<file path="src/rtl/ksp_pkg.sv">
package ksp_pkg;
  localparam int unsigned DEF_REG_CNT = 8;
  localparam int unsigned DEF_REG_W   = 8;
  // unlock key, first byte in the low bits, each byte sent lsb first
  localparam logic [63:0] UNLOCK_KEY  = 64'h5CA33AC5_5CA33AC5;

  typedef struct packed {
    logic rd;
    logic wr;
    logic bit_v;
  } bus_ev_t;
endpackage

</file>
<file path="src/rtl/ksp_cycle_det.sv">
module ksp_cycle_det
  import ksp_pkg::*;
(
  input  logic    clk,
  input  logic    rst,
  input  logic    ce_in_n,
  input  logic    oe_n,
  input  logic    we_n,
  input  logic    d_in,
  output bus_ev_t ev
);
  logic ce_q, oe_q, we_q, d_q;
  logic done;

  always_ff @(posedge clk) begin
    if (rst) begin
      ce_q <= 1'b1;
      oe_q <= 1'b1;
      we_q <= 1'b1;
      d_q  <= 1'b0;
    end else begin
      ce_q <= ce_in_n;
      oe_q <= oe_n;
      we_q <= we_n;
      d_q  <= d_in;
    end
  end

  // cycle completes on deassertion of chip select
  assign done     = !ce_q && ce_in_n;
  assign ev.rd    = done && !oe_q;
  assign ev.wr    = done && oe_q && !we_q;
  assign ev.bit_v = d_q;
endmodule

</file>
<file path="src/rtl/ksp_key_match.sv">
module ksp_key_match
  import ksp_pkg::*;
#(
  parameter int unsigned KEY_W = 64,
  parameter logic [KEY_W-1:0] KEY = UNLOCK_KEY,
  localparam int unsigned PTR_W = $clog2(KEY_W)
) (
  input  logic    clk,
  input  logic    rst,
  input  logic    clr,
  input  logic    en,
  input  bus_ev_t ev,
  output logic    unlock
);
  logic [PTR_W-1:0] ptr;
  logic             miss;
  logic             hit;
  logic             last;

  assign hit    = (ev.bit_v == KEY[ptr]);
  assign last   = (ptr == PTR_W'(KEY_W - 1));
  assign unlock = en && !clr && ev.wr && !miss && hit && last;

  always_ff @(posedge clk) begin
    if (rst || clr) begin
      ptr  <= '0;
      miss <= 1'b0;
    end else if (en) begin
      if (ev.rd) begin
        ptr  <= '0;
        miss <= 1'b0;
      end else if (ev.wr && !miss) begin
        if (!hit)       miss <= 1'b1;
        else if (last)  ptr  <= '0;
        else            ptr  <= ptr + 1'b1;
      end
    end
  end
endmodule

</file>
<file path="src/rtl/ksp_xfer.sv">
module ksp_xfer
  import ksp_pkg::*;
#(
  parameter int unsigned REG_CNT = DEF_REG_CNT,
  parameter int unsigned REG_W   = DEF_REG_W,
  localparam int unsigned IMG_W  = REG_CNT * REG_W,
  localparam int unsigned PTR_W  = $clog2(IMG_W),
  localparam int unsigned BIT_W  = $clog2(REG_W),
  localparam int unsigned IDX_W  = $clog2(REG_CNT)
) (
  input  logic             clk,
  input  logic             rst,
  input  logic             abort,
  input  logic             start,
  input  logic [IMG_W-1:0] img_in,
  input  bus_ev_t          ev,
  output logic             active,
  output logic             bit_out,
  output logic             wr_en,
  output logic [IDX_W-1:0] wr_idx,
  output logic [REG_W-1:0] wr_data
);
  logic [IMG_W-1:0] snap;
  logic [PTR_W-1:0] xptr;
  logic [REG_W-1:0] asm_q, asm_nxt;
  logic             all_wr;
  logic [BIT_W-1:0] bi;
  logic             step, last_bit, last_cyc, byte_ok;

  assign bi       = xptr[BIT_W-1:0];
  assign step     = active && (ev.rd || ev.wr);
  assign last_bit = (bi == BIT_W'(REG_W - 1));
  assign last_cyc = (xptr == PTR_W'(IMG_W - 1));
  assign byte_ok  = all_wr && ev.wr;
  assign bit_out  = snap[xptr];

  always_comb begin
    asm_nxt     = asm_q;
    asm_nxt[bi] = ev.bit_v;
  end

  always_ff @(posedge clk) begin
    if (rst) begin
      active  <= 1'b0;
      xptr    <= '0;
      all_wr  <= 1'b1;
      asm_q   <= '0;
      snap    <= '0;
      wr_en   <= 1'b0;
      wr_idx  <= '0;
      wr_data <= '0;
    end else begin
      wr_en <= 1'b0;
      if (abort) begin
        active <= 1'b0;
        xptr   <= '0;
        all_wr <= 1'b1;
      end else if (start) begin
        active <= 1'b1;
        snap   <= img_in;
        xptr   <= '0;
        all_wr <= 1'b1;
      end else if (step) begin
        if (ev.wr) asm_q <= asm_nxt;
        if (last_bit) begin
          wr_en   <= byte_ok;
          wr_idx  <= xptr[PTR_W-1:BIT_W];
          wr_data <= asm_nxt;
          all_wr  <= 1'b1;
        end else begin
          all_wr  <= byte_ok;
        end
        if (last_cyc) begin
          active <= 1'b0;
          xptr   <= '0;
        end else begin
          xptr   <= xptr + 1'b1;
        end
      end
    end
  end
endmodule

</file>
<file path="src/rtl/keyed_serial_port.sv">
module keyed_serial_port
  import ksp_pkg::*;
#(
  parameter int unsigned REG_CNT = DEF_REG_CNT,
  parameter int unsigned REG_W   = DEF_REG_W,
  parameter int unsigned DIS_REG = 4,
  parameter int unsigned DIS_BIT = 4,
  localparam int unsigned IMG_W  = REG_CNT * REG_W,
  localparam int unsigned IDX_W  = $clog2(REG_CNT),
  parameter logic [IMG_W-1:0] KEY = IMG_W'(UNLOCK_KEY)
) (
  input  logic             clk,
  input  logic             rst,
  input  logic             ce_in_n,
  input  logic             oe_n,
  input  logic             we_n,
  input  logic             d_in,
  input  logic             rst_pin_n,
  input  logic             pwr_fail,
  input  logic             rom_mode,
  input  logic [IMG_W-1:0] regs_in,
  output logic             ce_out_n,
  output logic             q_out,
  output logic             q_oe,
  output logic             wr_en,
  output logic [IDX_W-1:0] wr_idx,
  output logic [REG_W-1:0] wr_data
);
  localparam int unsigned DIS_POS = DIS_REG * REG_W + DIS_BIT;

  bus_ev_t ev;
  logic    abort, unlock, in_xfer, xbit;

  assign abort = pwr_fail || (!rst_pin_n && !regs_in[DIS_POS]);

  ksp_cycle_det u_det (
    .clk(clk), .rst(rst), .ce_in_n(ce_in_n), .oe_n(oe_n),
    .we_n(we_n), .d_in(d_in), .ev(ev)
  );

  ksp_key_match #(.KEY_W(IMG_W), .KEY(KEY)) u_key (
    .clk(clk), .rst(rst), .clr(abort), .en(!in_xfer),
    .ev(ev), .unlock(unlock)
  );

  ksp_xfer #(.REG_CNT(REG_CNT), .REG_W(REG_W)) u_xfer (
    .clk(clk), .rst(rst), .abort(abort), .start(unlock),
    .img_in(regs_in), .ev(ev), .active(in_xfer), .bit_out(xbit),
    .wr_en(wr_en), .wr_idx(wr_idx), .wr_data(wr_data)
  );

  always_ff @(posedge clk) begin
    if (rst) begin
      ce_out_n <= 1'b1;
      q_oe     <= 1'b0;
      q_out    <= 1'b0;
    end else begin
      if (pwr_fail)     ce_out_n <= !rom_mode;
      else if (in_xfer) ce_out_n <= 1'b1;
      else              ce_out_n <= ce_in_n;
      q_oe  <= in_xfer && !ce_in_n && !oe_n && !pwr_fail;
      q_out <= xbit;
    end
  end
endmodule

</file>
<file path="config.mk">
export PLATFORM = sky130hd
export DESIGN_NAME = keyed_serial_port
export DESIGN_NICKNAME = d
export VERILOG_FILES = /design/src/rtl/ksp_pkg.sv /design/src/rtl/ksp_cycle_det.sv /design/src/rtl/ksp_key_match.sv /design/src/rtl/ksp_xfer.sv /design/src/rtl/keyed_serial_port.sv
export SDC_FILE = /design/constraint.sdc
export NUM_CORES = 1
export LEC_CHECK = 0
export ABC_AREA = 1
export BUFFER_PORTS_ARGS = -buffer_cell sky130_fd_sc_hd__buf_2
export CORE_AREA = 2 2 103 105
export CTS_CLUSTER_DIAMETER = 40
export DETAILED_ROUTE_END_ITERATION = 8
export DIE_AREA = 0 0 105 107
export PLACE_DENSITY_LB_ADDON = 0.05
export SYNTH_ARGS = -nofsm -noshare
export SYNTH_HDL_FRONTEND = slang
export SYNTH_SLANG_ARGS = --single-unit
</file>
<file path="constraint.sdc">
create_clock -name clk -period 4.2 [get_ports clk]
set_input_delay 0.42 -clock clk [delete_from_list [all_inputs] [get_ports clk]]
set_output_delay 0.42 -clock clk [all_outputs]
set_load 0.05 [all_outputs]
</file>
==> results list, run 1 <==
* Worst vdd ir: 0.0001601 V
* Combinational family with the most area after synthesis: simple AND/OR/NAND/NOR gates
- The clock reaches the later pin of the worst-skew pair after ~370 ps.
- Cell area after technology mapping: 4967 sq um
- At the worst endpoint, the arrival time is 2600 ps.
- Die Wd: 105 microns
- Net total in the final layout: 820
* Starting Density: 0.4922
- In this run the critical register-to-register path is launched from u_xfer.xptr[0].
- In this run, the number of DRC markers left after iteration 0 of detailed routing was about 260.
- First-pass detailed-route iteration total: 5
* Number of buffers added to fix hold violations after cts: 0
* CTS clk-pin slew, worst paths: 110 ps
* Xor and xnor area share after synthesis: 0
- The repair_antennas step left the layout with diodes totalling 0.
* # IOs: between 80 and 90
* P_leak: approximately 2.5 nW
* RSZ-0062 raised after global routing: false
- GRT Total Usage: 0.2228
- In this run the number of H-tree levels came out at 3.
- The detailed router put a total of 5.879 mm of wire on met1.
- Largest fanout on the critical path: 16
* Ratio of total power to cell area: 301.3 nW/um^2
- Synthesis warning total: 0
- Once the clock tree was built, the resizer swapped 0 gates to a different size.
- Die Y: 107 microns
* Share of the yosys chip area belonging to registers: 0.4312
- Counting every sink on the clock net gives between 100 and 150.
* Vias in the first global route: 4248
- Summed over all nets, wire length on met2 after detailed routing comes to 5.331 mm.
* Post-Syn Area per Cell: 7.359 sq um
* Post-Route Setup TNS: 0 ps
- Worst Setup End Kind: register
- Setup Crit Path Kind: reg -> reg
- Setup violations remaining at the end of the flow were counted as 0.
* Yosys reg bits: 107
* Worst-case clock buffer depth: 2
- In this run the remaining antenna-violating nets after routing total 0.
- Proportion of synthesized flip-flops having asynchronous set or reset: 0
- Among all flip-flop cells after synthesis, the most frequent one is sky130_fd_sc_hd__dfxtp_1.
- Of the total synthesized cell area, the portion taken by full adders, half adders and majority gates is 0.007557.
- For the pin with the worst max-slew slack, the measured transition is 1295 ps.
- The number of slew-limit violations in the final report came to 0.
- Yosys mapped the design onto 44 distinct sky130hd cell types.
* Worst path required time: 4470 ps
- In the finished design, the share of the clock period the worst path needs comes to 0.5547.
- In this run the core area contains 37 standard-cell rows.
- In this run, synthesis inferred 0 flip-flops with an integrated enable.
* Clock tree from TritonCTS: yes
- Synthesis produced a netlist whose cell count is 675.
* Total of buffers placed on input and output ports: 87
* Complex-gate fraction of the synthesized area: 0.1773
- Counting the fill cells in the layout gives 1054.
* Critical register-to-register path endpoint: q_out
* Area growth from synthesis to layout: 12.19%
- Post-route cell area: 5573 sq um
* Worst hold path class: in -> reg
* Antenna violations before repair: 0
* Share of layout cells above drive strength 1: 0.1936
* Total count of hold-check failures in the final report: 0
- Proportion of synthesized area in mux cells: 0
* Cell area after placement: roughly 5400 sq um
- Headroom to the max-slew limit: 0.1355
* Setup crit end: q_out
- The first global-routing pass estimated slightly above 20 mm of wire.
- Routed WL per cell: 13.81 microns
- Clock skew after layout: 17.14 ps
* Count of maximum capacitance violations: 0
- In this run the clock root is driven by a sky130_fd_sc_hd__clkbuf_8.
- The worst register-to-register path has a setup slack of approximately 1900 ps.
* Nets in the synthesized netlist: 751
- Highest routed metal layer: met4
- Buffers inserted during clock tree synthesis total 9.
- Derived from the worst setup path, the maximum achievable clock frequency is 429.2 MHz.
- Detailed placement finished with a half-perimeter wire length of 8.452 mm.
- Entering global routing, the biggest net connects 88 pins.
* Drt via density: a little over 5
- The routed layout has 4567 vias.
* CP Launch Type: register
* Placeable core region: a little over 10000 sq um
- Tracing the worst setup path back leads to its startpoint at u_xfer.xptr[0].
* Setup repair bufs after CTS: 0
* Post-Route WL: roughly 12 mm
- Final RePlAce weighted congestion: between 0.8 and 0.9
* Hold slack: around 250 ps
- The flow ran to the end, and the final reports show no timing, DRC or antenna violations.
- Reg2reg path depth: 11
- Final Critical Period: roughly 2300 ps
* Die Outline Area: 11240 sq um
- GRT overflow: 0
- Drt drc: 0
- The routed design uses approximately 860 microns of met3 wire.
- Of the total synthesized cell area, the portion taken by AND, OR, NAND and NOR gates is 0.2924.
==> critical path, stage by stage (launching register included) <==
cell and delay [ps]:
sky130_fd_sc_hd__dfxtp_1 720, sky130_fd_sc_hd__inv_1 300, sky130_fd_sc_hd__nand3_1 140, sky130_fd_sc_hd__clkinv_1 360, sky130_fd_sc_hd__nand2_1 160, sky130_fd_sc_hd__nand2_1 70
sky130_fd_sc_hd__nor2_1 100, sky130_fd_sc_hd__nand2_1 70, sky130_fd_sc_hd__a21oi_1 120, sky130_fd_sc_hd__nand3_1 90, sky130_fd_sc_hd__nand2_1 60, sky130_fd_sc_hd__nor2_1 50
==> state kept, by name (all words and copies together), names as in the netlist, 3 cells and up, named ones only <==
signal,cells
u_xfer.snap,64
u_xfer.asm_q,8
u_xfer.wr_data,8
u_key.ptr,6
u_xfer.xptr,6
u_xfer.wr_idx,3
==> synthesized netlist by cell type, drive strengths merged (3+ instances only) <==
library cell    n  area (sq um)
a21oi          31         177.7
nor2          147         596.8
nor3            5         47.54
nand3          48         255.3
buf            16         122.6
inv            67         251.5
o21ai          64         335.3
dfxtp         107          2142
a211oi         32         240.2
ha              3         37.54
or2            11         68.81
nand2         101         411.6
o22ai           7         43.79
clkbuf         15         67.56
nand4           6         52.55
==> power by group <==
group / internal, W / leakage, nW / switching [W]
clock network: 0.000222 / 0.0872 / 0.000361
logic: 0.0000325 / 1.51 / 0.0000452
registers: 0.00102 / 0.863 / 0.00000172
total: 0.00127 / 2.46 / 0.000408
==> cells in the final DEF, fill, tap and decap left out, types with 2 or more instances in the layout <==
cell and n:
sky130_fd_sc_hd__nor2_1 139, sky130_fd_sc_hd__dfxtp_1 107, sky130_fd_sc_hd__nand2_1 94, sky130_fd_sc_hd__buf_2 87, sky130_fd_sc_hd__inv_1 61, sky130_fd_sc_hd__nand3_1 45
sky130_fd_sc_hd__o21ai_1 39, sky130_fd_sc_hd__a211oi_1 32, sky130_fd_sc_hd__a21oi_1 25, sky130_fd_sc_hd__o21ai_0 23, sky130_fd_sc_hd__clkbuf_8 9, sky130_fd_sc_hd__o22ai_1 7
sky130_fd_sc_hd__or2_1 7, sky130_fd_sc_hd__inv_2 6, sky130_fd_sc_hd__a21oi_2 6, sky130_fd_sc_hd__nor2_4 5, sky130_fd_sc_hd__nand4_1 5, sky130_fd_sc_hd__nand2_2 4
sky130_fd_sc_hd__or2_2 4, sky130_fd_sc_hd__nor2_2 3, sky130_fd_sc_hd__nand2_4 3, sky130_fd_sc_hd__nand3_2 3, sky130_fd_sc_hd__nor3_1 3, sky130_fd_sc_hd__clkinv_4 3
sky130_fd_sc_hd__ha_1 3, sky130_fd_sc_hd__nor3_4 2, sky130_fd_sc_hd__a22oi_1 2, sky130_fd_sc_hd__o2111ai_1 2, sky130_fd_sc_hd__o21a_1 2, sky130_fd_sc_hd__inv_6 2
sky130_fd_sc_hd__buf_4 2
==> cells by family (layout without fill, tap and decap cells) <==
logic type	after synthesis	after routing
compound gates	144	144
fa+ha+maj	3	3
buf+inv	100	174
flops	107	107
simple gates	321	321
==> layer usage <==
| metal | GRT usage | up-vias |
|---|---|---|
| met3 | 0.03647 | 17 |
| met5 | 0 | - |
| met2 | 0.3502 | 170 |
| li1 | - | 2359 |
| met1 | 0.3153 | 2021 |
| met4 | 0.06571 | 0 |
==> per-stage QoR <==
step	utilization	instances	setup slack, ps	total power, W
after floorplan	-	675	2589	0.001079
after global placement	0.5348	869	1702	0.001118
after detailed placement	0.5348	869	1638	0.001120
after CTS	0.5522	885	1924	0.001695
after global routing	0.5522	885	1601	0.001745
final	0.5522	885	1870	0.001679
==> how the worst min path moves through the flow <==
stage	startpoint	end	cells after the start
6_report	oe_n	q_oe	2
5_1_grt	we_n	u_det.we_q	2
4_1_cts	oe_n	q_oe	2
3_5_place_dp	u_xfer.snap[0]	u_xfer.snap[0]	2
3_3_place_gp	u_xfer.snap[0]	u_xfer.snap[0]	2
2_1_floorplan	u_xfer.snap[0]	u_xfer.snap[0]	2
==> layout make-up <==
class / count / area [sq um] / area share
clock buffer: 10 / 127.6 / 0.02290
clock inverter: 6 / 47.55 / 0.008532
inverter: 69 / 264.0 / 0.04737
multi-input combinational: 468 / 2371 / 0.4255
sequential: 107 / 2142 / 0.3844
tap: 136 / 170.2 / 0.03053
timing repair buffer: 89 / 450.4 / 0.08083
(Power assumes the default switching activity.)
==> run 2, diff against run 1 <==
==> constraint.sdc (replaced) <==
create_clock -name clk -period 2.3 [get_ports clk]
set_input_delay 0.23 -clock clk [delete_from_list [all_inputs] [get_ports clk]]
set_output_delay 0.23 -clock clk [all_outputs]
set_load 0.05 [all_outputs]
==> run 2 against run 1 <==
Worst setup slack worse by 1600 ps. Via count down 0.63%. Clock power up 120%. Die area unchanged. First-iteration DRC count down 11%. Maximum frequency rose by 14%. Clock skew decreased by 8.3 ps. Critical path type unchanged. Critical endpoint is now u_xfer.wr_data[1]. Largest cell class unchanged.
==> results list, run 2 (synthesized netlist as in run 1, its figures left out) <==
* Worst hold path class: in -> reg
- Flip-flop count of the largest register, all copies and words added: 64 (unchanged)
* Fin. max-slew vios: 0 (unchanged)
* Wire length of the first global-routing pass: 20.64 mm (+1.3%)
- Ranked by flip-flop count, first place goes to u_xfer.snap.
* Period utilization: 0.8896 (+0.3349)
* 1st-iter DRT viols: 230 (-11%)
- Number of cells on the worst hold path: 2 (unchanged)
- The number of clock buffers inserted by TritonCTS is 9 (unchanged).
- Headroom to the max-slew limit: 0.5995 (+0.4640)
- The fraction of power consumed by the clock network was 0.386 (+0.039).
- The setup-violating endpoint count in the final report was 0 (unchanged).
- GRT overflow: 0 (unchanged)
- Setup crit start: u_xfer.xptr[1]
- The total leakage power was 2.549 nW (+3.6%).
- In this run the clock root is driven by a sky130_fd_sc_hd__clkbuf_8.
- First-pass detailed-route iteration total: 4 (-1)
* Net total in the final layout: 832 (+1.5%)
* Most common cell after layout, fill and taps aside: sky130_fd_sc_hd__nor2_1
- The largest registers in the layout are u_xfer.snap: 64 flops, u_xfer.asm_q: 8 flops, u_xfer.wr_data: 8 flops.
- Final Critical Period: 2046 ps (-283.5 ps)
* Drt via density: 5.065 (-1.9%)
* Clk Latency, worst-skew pair: 370 ps (about the same)
- Routed WL per cell: 13.61 microns (-1.4%)
- The total power divided by cell area is 569.9 nW/um^2 (+89%).
- Total of cells resized after clock tree synthesis: 0 (unchanged)
* Final RePlAce weighted congestion: 0.8747 (+3.9%)
- The sequential group share of total power is 0.570 (-0.037).
* Antenna violations before repair: 0 (unchanged)
- Worst vdd ir: 0.0002535 V (+58%)
- The transition time at the pin with the least slew margin came to 598.8 ps (-696.5 ps).
- Hpwl dp: 9.002 mm (+6.5%)
- Number of routed nets with antenna violations: 0 (unchanged)
* GRT Total Usage: 0.2270 (+0.004219)
* Worst-case clock buffer depth: 2 (unchanged)
* Fin worst setup slack: 253.8 ps (-1616 ps)
- The final core area utilization was 0.5676 (+0.01537).
- The via count of the first global-routing pass is 4376 (+3.0%).
* Count of standard-cell rows: 37 (unchanged)
* Total count of hold-check failures in the final report: 0 (unchanged)
- Setup repair bufs after CTS: 0 (unchanged)
- Via count: 4538 (-0.63%)
* CP Launch Type: register
* Hold slack: 37.48 ps (-209.0 ps)
* Hold Crit Endpoint: q_oe
- Result of the run: finished, final reports clean
- Placeable core region: 10090 sq um (unchanged)
- Largest fanout on the critical path: 22 (+6)
- The number of clock sinks seen by CTS came to 107 (unchanged).
- The data required time of the worst path was 2600 ps (-1870 ps).
- Internal Dissipation: 0.002559 W (+100%)
- The clock slew seen by the registers of the worst setup and hold paths came to 100 ps (about the same).
- The final worst clock skew is 8.878 ps (-8.264 ps).
- Worst Setup End Kind: register
- The layout cell share with drive strength beyond 1 was 0.2053 (+0.01167).
* Diode count: 0 (unchanged)
- Switching pwr: 0.0007053 W (+73%)
- The setup slack of the most critical reg-to-reg path is 250 ps (-1620 ps).
- Setup repair after global routing left no endpoint under its margin.
* Count of maximum capacitance violations: 0 (unchanged)
- The I/O pin total came to 88 (unchanged).
- Total of buffers placed on input and output ports: 87 (unchanged)
- Post-Route WL: 12.20 mm (-0.19%)
- The combinational share of power came to 0.045 (about the same).
- Launch point of the worst hold path: oe_n
- The number of H-tree levels is 3 (unchanged).
- Starting Density: 0.4922 (unchanged)
- The final setup TNS was 0 ps (unchanged).
- The horizontal extent of the die came to 105 microns (unchanged).
- TritonCTS built the clock tree.
* Max frequency: 488.7 MHz (+14%)
* Worst setup timing slack at the placement stage: 244.6 ps (-1393 ps)
- Number of inserted filler cells in the final layout: 1047 (-0.66%)
- Number of buffers added to fix hold violations after cts: 0 (unchanged)
- Pin count of the biggest net entering global routing: 46 (-48%)
- Setup Crit Path Kind: reg -> reg
- The area growth from synthesis to layout is 15.31%.
* Share of total power consumed by net switching: 0.2160 (-0.02688)
- Data arrival time at the worst-slack endpoint: 2340 ps (-260 ps)
- The number of design rule violations left after detail routing was 0 (unchanged).
- Origin of the critical flop-to-flop path: u_xfer.xptr[1]
* Die Y: 107 microns (unchanged)
* Critical register-to-register path endpoint: u_xfer.wr_data[1]
- The die area was 11240 sq um (unchanged).
* Reg2reg path depth: 7 (-4)
- In the layout the commonest cells are sky130_fd_sc_hd__nor2_1, sky130_fd_sc_hd__dfxtp_1, sky130_fd_sc_hd__nand2_1.
## run 2: worst max path at each step
| stage | end | cells after the start |
|---|---|---|
| finish | u_xfer.wr_data[1] | 7 |
| global route | u_xfer.wr_data[1] | 7 |
| CTS | u_xfer.wr_data[1] | 7 |
| detailed placement | u_xfer.wr_data[1] | 7 |
| global placement | u_xfer.wr_data[1] | 7 |
| floorplan | u_xfer.snap[1] | 8 |
## run 2: per-layer routing
metal	track usage	vias up	part of all wire
met5	0	-	0
met3	0.03040	17	0.060
met1	0.3118	2018	0.48
met4	0.07238	0	0.017
li1	-	2380	-
met2	0.3711	123	0.44
## run 2: power by group through the flow
stage	clock network, W	registers (W)	logic [W]
finish	0.00126	0.00186	0.000146
floorplan	0	0.00191	0.0000641
CTS	0.00129	0.00186	0.000148
detailed placement	0	0.00190	0.000147
global route	0.00136	0.00186	0.000163
global placement	0	0.00190	0.000145
## run 2: cell type report
class | instances | area [sq um] | share of cell area
Sequential cell | 107 | 2142 | 0.3740
Timing Repair Buffer | 101 | 565.5 | 0.09873
Tap cell | 136 | 170.2 | 0.02971
Clock inverter | 4 | 73.82 | 0.01289
Inverter | 69 | 264.0 | 0.04609
Clock buffer | 11 | 141.4 | 0.02468
Multi-Input combinational cell | 468 | 2371 | 0.4139
## run 2: through the flow
stage	std cells	total power (W)	area, sq um
floorplan	675	0.001971	4967
global placement	881	0.002048	5513
detailed placement	881	0.002050	5513
CTS	896	0.003292	5728
global route	896	0.003380	5728
finish	896	0.003265	5728
## run 2: worst max-delay path: stages, from the launching register on
cell                      delay (ps)
sky130_fd_sc_hd__dfxtp_1         560
sky130_fd_sc_hd__ha_1            260
sky130_fd_sc_hd__ha_1            160
sky130_fd_sc_hd__inv_1            70
sky130_fd_sc_hd__nor2_4          110
sky130_fd_sc_hd__nand3_2         290
sky130_fd_sc_hd__or2_2           390
sky130_fd_sc_hd__a21oi_1         130
==> run 3, diff against run 2 <==
--- a/config.mk
+++ b/config.mk
@@ -7,11 +7,12 @@
 export LEC_CHECK = 0
 export ABC_AREA = 1
 export BUFFER_PORTS_ARGS = -buffer_cell sky130_fd_sc_hd__buf_2
-export CORE_AREA = 2 2 103 105
+export CORE_AREA = 2 2 94 115
 export CTS_CLUSTER_DIAMETER = 40
 export DETAILED_ROUTE_END_ITERATION = 8
-export DIE_AREA = 0 0 105 107
+export DIE_AREA = 0 0 96 117
 export PLACE_DENSITY_LB_ADDON = 0.05
+export RECOVER_POWER = 100
 export SYNTH_ARGS = -nofsm -noshare
 export SYNTH_HDL_FRONTEND = slang
 export SYNTH_SLANG_ARGS = --single-unit
==> run 3 against run 2 <==
Hold slack gained 14 ps. Worst setup slack gained 32 ps. Via count shrank 0.48%. Clock skew is essentially flat. Non-clock buffer count shrank 3. Final cell count shrank 1.0%. Count of clock-buffer cells in the layout shrank 2. Critical path type unchanged.
==> results list, run 3 (synthesized netlist as in run 1, its figures left out) <==
- Result of the run: finished, final reports clean
* Total of buffers placed on input and output ports: 87 (unchanged)
* Area growth from synthesis to layout: 15.62%
- The chip height was 117 microns (+9.3%).
- Total count of hold-check failures in the final report: 0 (unchanged)
- The critical path is of the reg -> reg type.
* CP delay by family, top: simple AND/OR/NAND/NOR gates
- The net count reported at finish came to 829 (-0.36%).
- The final worst clock skew was 9.057 ps (+0.1791 ps).
- Period utilization: 0.8756 (-0.01407)
- Starting Density: 0.4866 (-0.005610)
- Setup repair bufs after CTS: 0 (unchanged)
* GRT Total Usage: 0.2308 (+0.003771)
- Drt via density: 5.091 (+0.52%)
- The placed cell count came to 871 (-1.1%).
- Count of cell instances traversed by the critical path: 7 (unchanged)
* Data arrival time at the worst-slack endpoint: 2290 ps (-50 ps)
- Total clock buffers created by CTS: 9 (unchanged)
- In this run the clock root is driven by a sky130_fd_sc_hd__clkbuf_16.
* Worst hold path class: in -> reg
- Number of buffers added to fix hold violations after cts: 0 (unchanged)
- Counting flops per register, the top entry is u_xfer.snap.
- In the final layout, the registers with the most flip-flops are u_xfer.snap: 64 flops, u_xfer.asm_q: 8 flops, u_xfer.wr_data: 8 flops.
- Max frequency: 496.6 MHz (+1.6%)
- Fin. max-slew vios: 0 (unchanged)
- CTS clk-pin slew, worst paths: 70 ps (-30 ps)
* Drt drc: 0 (unchanged)
- The relative max-transition margin was 0.2727 (-0.3268).
* Worst Setup End Kind: register
- P_leak: 2.499 nW (-1.9%)
- The number of optimization iterations in the first detailed-route pass came to 4 (unchanged).
* Worst Path Buf+Inv: 1 (unchanged)
- Total of cells resized after clock tree synthesis: 0 (unchanged)
* Number of levels the H-tree was split into: 3 (unchanged)
- Number of routed nets with antenna violations: 0 (unchanged)
- Largest fanout on the critical path: 22 (unchanged)
* Largest stage delay on the critical path: 550 ps (about the same)
- The horizontal extent of the die was 96 microns (-8.6%).
* Clock Sinks: 107 (unchanged)
* Count of standard-cell rows: 41 (+11%)
- Final Critical Period: 2014 ps (-32.37 ps)
* Diode count: 0 (unchanged)
- Placeable core region: 10210 sq um (+1.2%)
- The total non-filler cell area in the finished layout was 5743 sq um (+0.26%).
* Final RePlAce weighted congestion: 0.8572 (-2.0%)
* Pin count of the biggest net entering global routing: 69 (+50%)
- Setup crit start: u_xfer.xptr[1]
- Internal reg-to-reg setup slack: 290 ps (+30 ps)
- Die Outline Area: 11230 sq um (about the same)
- Worst-case clock buffer depth: 2 (unchanged)
* Clk Latency, worst-skew pair: 350 ps (-20 ps)
* Worst path cell trace: ha_1, ha_1, inv_1, nor2_4, nand3_2, or2_2, a21oi_1
* CP Launch Type: register
* Worst vdd ir: 0.0004536 V (+79%)
* Final setup fails: 0 (unchanged)
- The total cell area at the placement stage was 5482 sq um (-0.57%).
* Count of maximum capacitance violations: 0 (unchanged)
* Top library cells by usage in the layout, fill and taps aside: sky130_fd_sc_hd__nor2_1, sky130_fd_sc_hd__dfxtp_1, sky130_fd_sc_hd__nand2_1
- The cell that appears most often on the critical path is sky130_fd_sc_hd__ha_1.
* Critical Path Slowest Stage Cell: sky130_fd_sc_hd__dfxtp_1
* Slew of the pin with the lowest slew margin: 1091 ps (+492.1 ps)
* Via count: 4516 (-0.48%)
* RSZ-0062 raised after global routing: false
* Launch point of the worst hold path: oe_n
* Routed WL per cell: 14.02 microns (+3.0%)
* Core occupancy in the finished layout: 0.5626 (-0.004999)
* Overall power after layout: 0.003679 W (+13%)
* Post-route non-filler standard cell count: 887 (-1.0%)
* Worst path required time: 2570 ps (-30 ps)
* Flip-flop count of the largest register, all copies and words added: 64 (unchanged)
* Hpwl dp: 9.082 mm (+0.89%)
* 1st-iter DRT viols: 183 (-20%)
* # IOs: 88 (unchanged)
- Post-Route Setup TNS: 0 ps (unchanged)
- The layout cell share with drive strength beyond 1 is 0.1689 (-0.03640).
* Wire length of the first global-routing pass: 20.27 mm (-1.8%)
- Origin of the critical flop-to-flop path: u_xfer.xptr[1]
* Reg2reg path depth: 7 (unchanged)
- Vias in the first global route: 4217 (-3.6%)
* Clock tree from TritonCTS: yes
- Ratio of total power to cell area: 640.5 nW/um^2 (+12%)
- Most common cell after layout, fill and taps aside: sky130_fd_sc_hd__nor2_1
* GRT overflow: 0 (unchanged)
* Number of cells on the worst hold path: 2 (unchanged)
- The total detailed-routing wirelength is 12.44 mm (+2.0%).
- Antenna violations before repair: 0 (unchanged)
==> run 3: cell types whose count changed in the layout (fill, tap and decap cells not counted), moves of 9 or more <==
cell	delta
sky130_fd_sc_hd__buf_2	-16
sky130_fd_sc_hd__o21ai_1	-37
sky130_fd_sc_hd__clkbuf_16	+9
sky130_fd_sc_hd__o21ai_0	+38
sky130_fd_sc_hd__clkbuf_8	-10
sky130_fd_sc_hd__clkbuf_1	+17
==> run 3: power by group <==
group	switching [W]	internal (W)
Combinational	0.0000824	0.0000605
Sequential	0.00000307	0.00186
Clock	0.000714	0.000962
==> run 3: final cells by class <==
type | count | area (sq um)
multi-input combinational | 468 | 2345
clock buffer | 9 | 225.2
fill | 1049 | 4466
timing repair buffer | 98 | 506.7
clock inverter | 7 | 98.84
tap | 129 | 161.4
sequential | 107 | 2142
inverter | 69 | 264.0
==> run 3: through the flow <==
stage                     setup slack (ps)  hold slack [ps]
after global placement               366.1            416.1
after global routing                 124.7            48.54
after detailed placement             289.3            411.0
after floorplan                      689.3            306.4
final                                286.2            51.79
after CTS                            284.9            40.82
==> run 3: final timing paths <==
path	endpoint
worst max register to register	u_xfer.wr_data[1]
worst max-delay path	u_xfer.wr_data[1]
worst min register to register	u_xfer.wr_idx[1]
worst min-delay path	q_oe
==> run 3: per-layer routing <==
layer  track usage  up-vias  share of wire
met3       0.03009       15          0.043
met5             0        -              0
met1        0.3187     2033           0.48
met2        0.3662       91           0.46
li1              -     2377              -
met4       0.09048        0          0.017
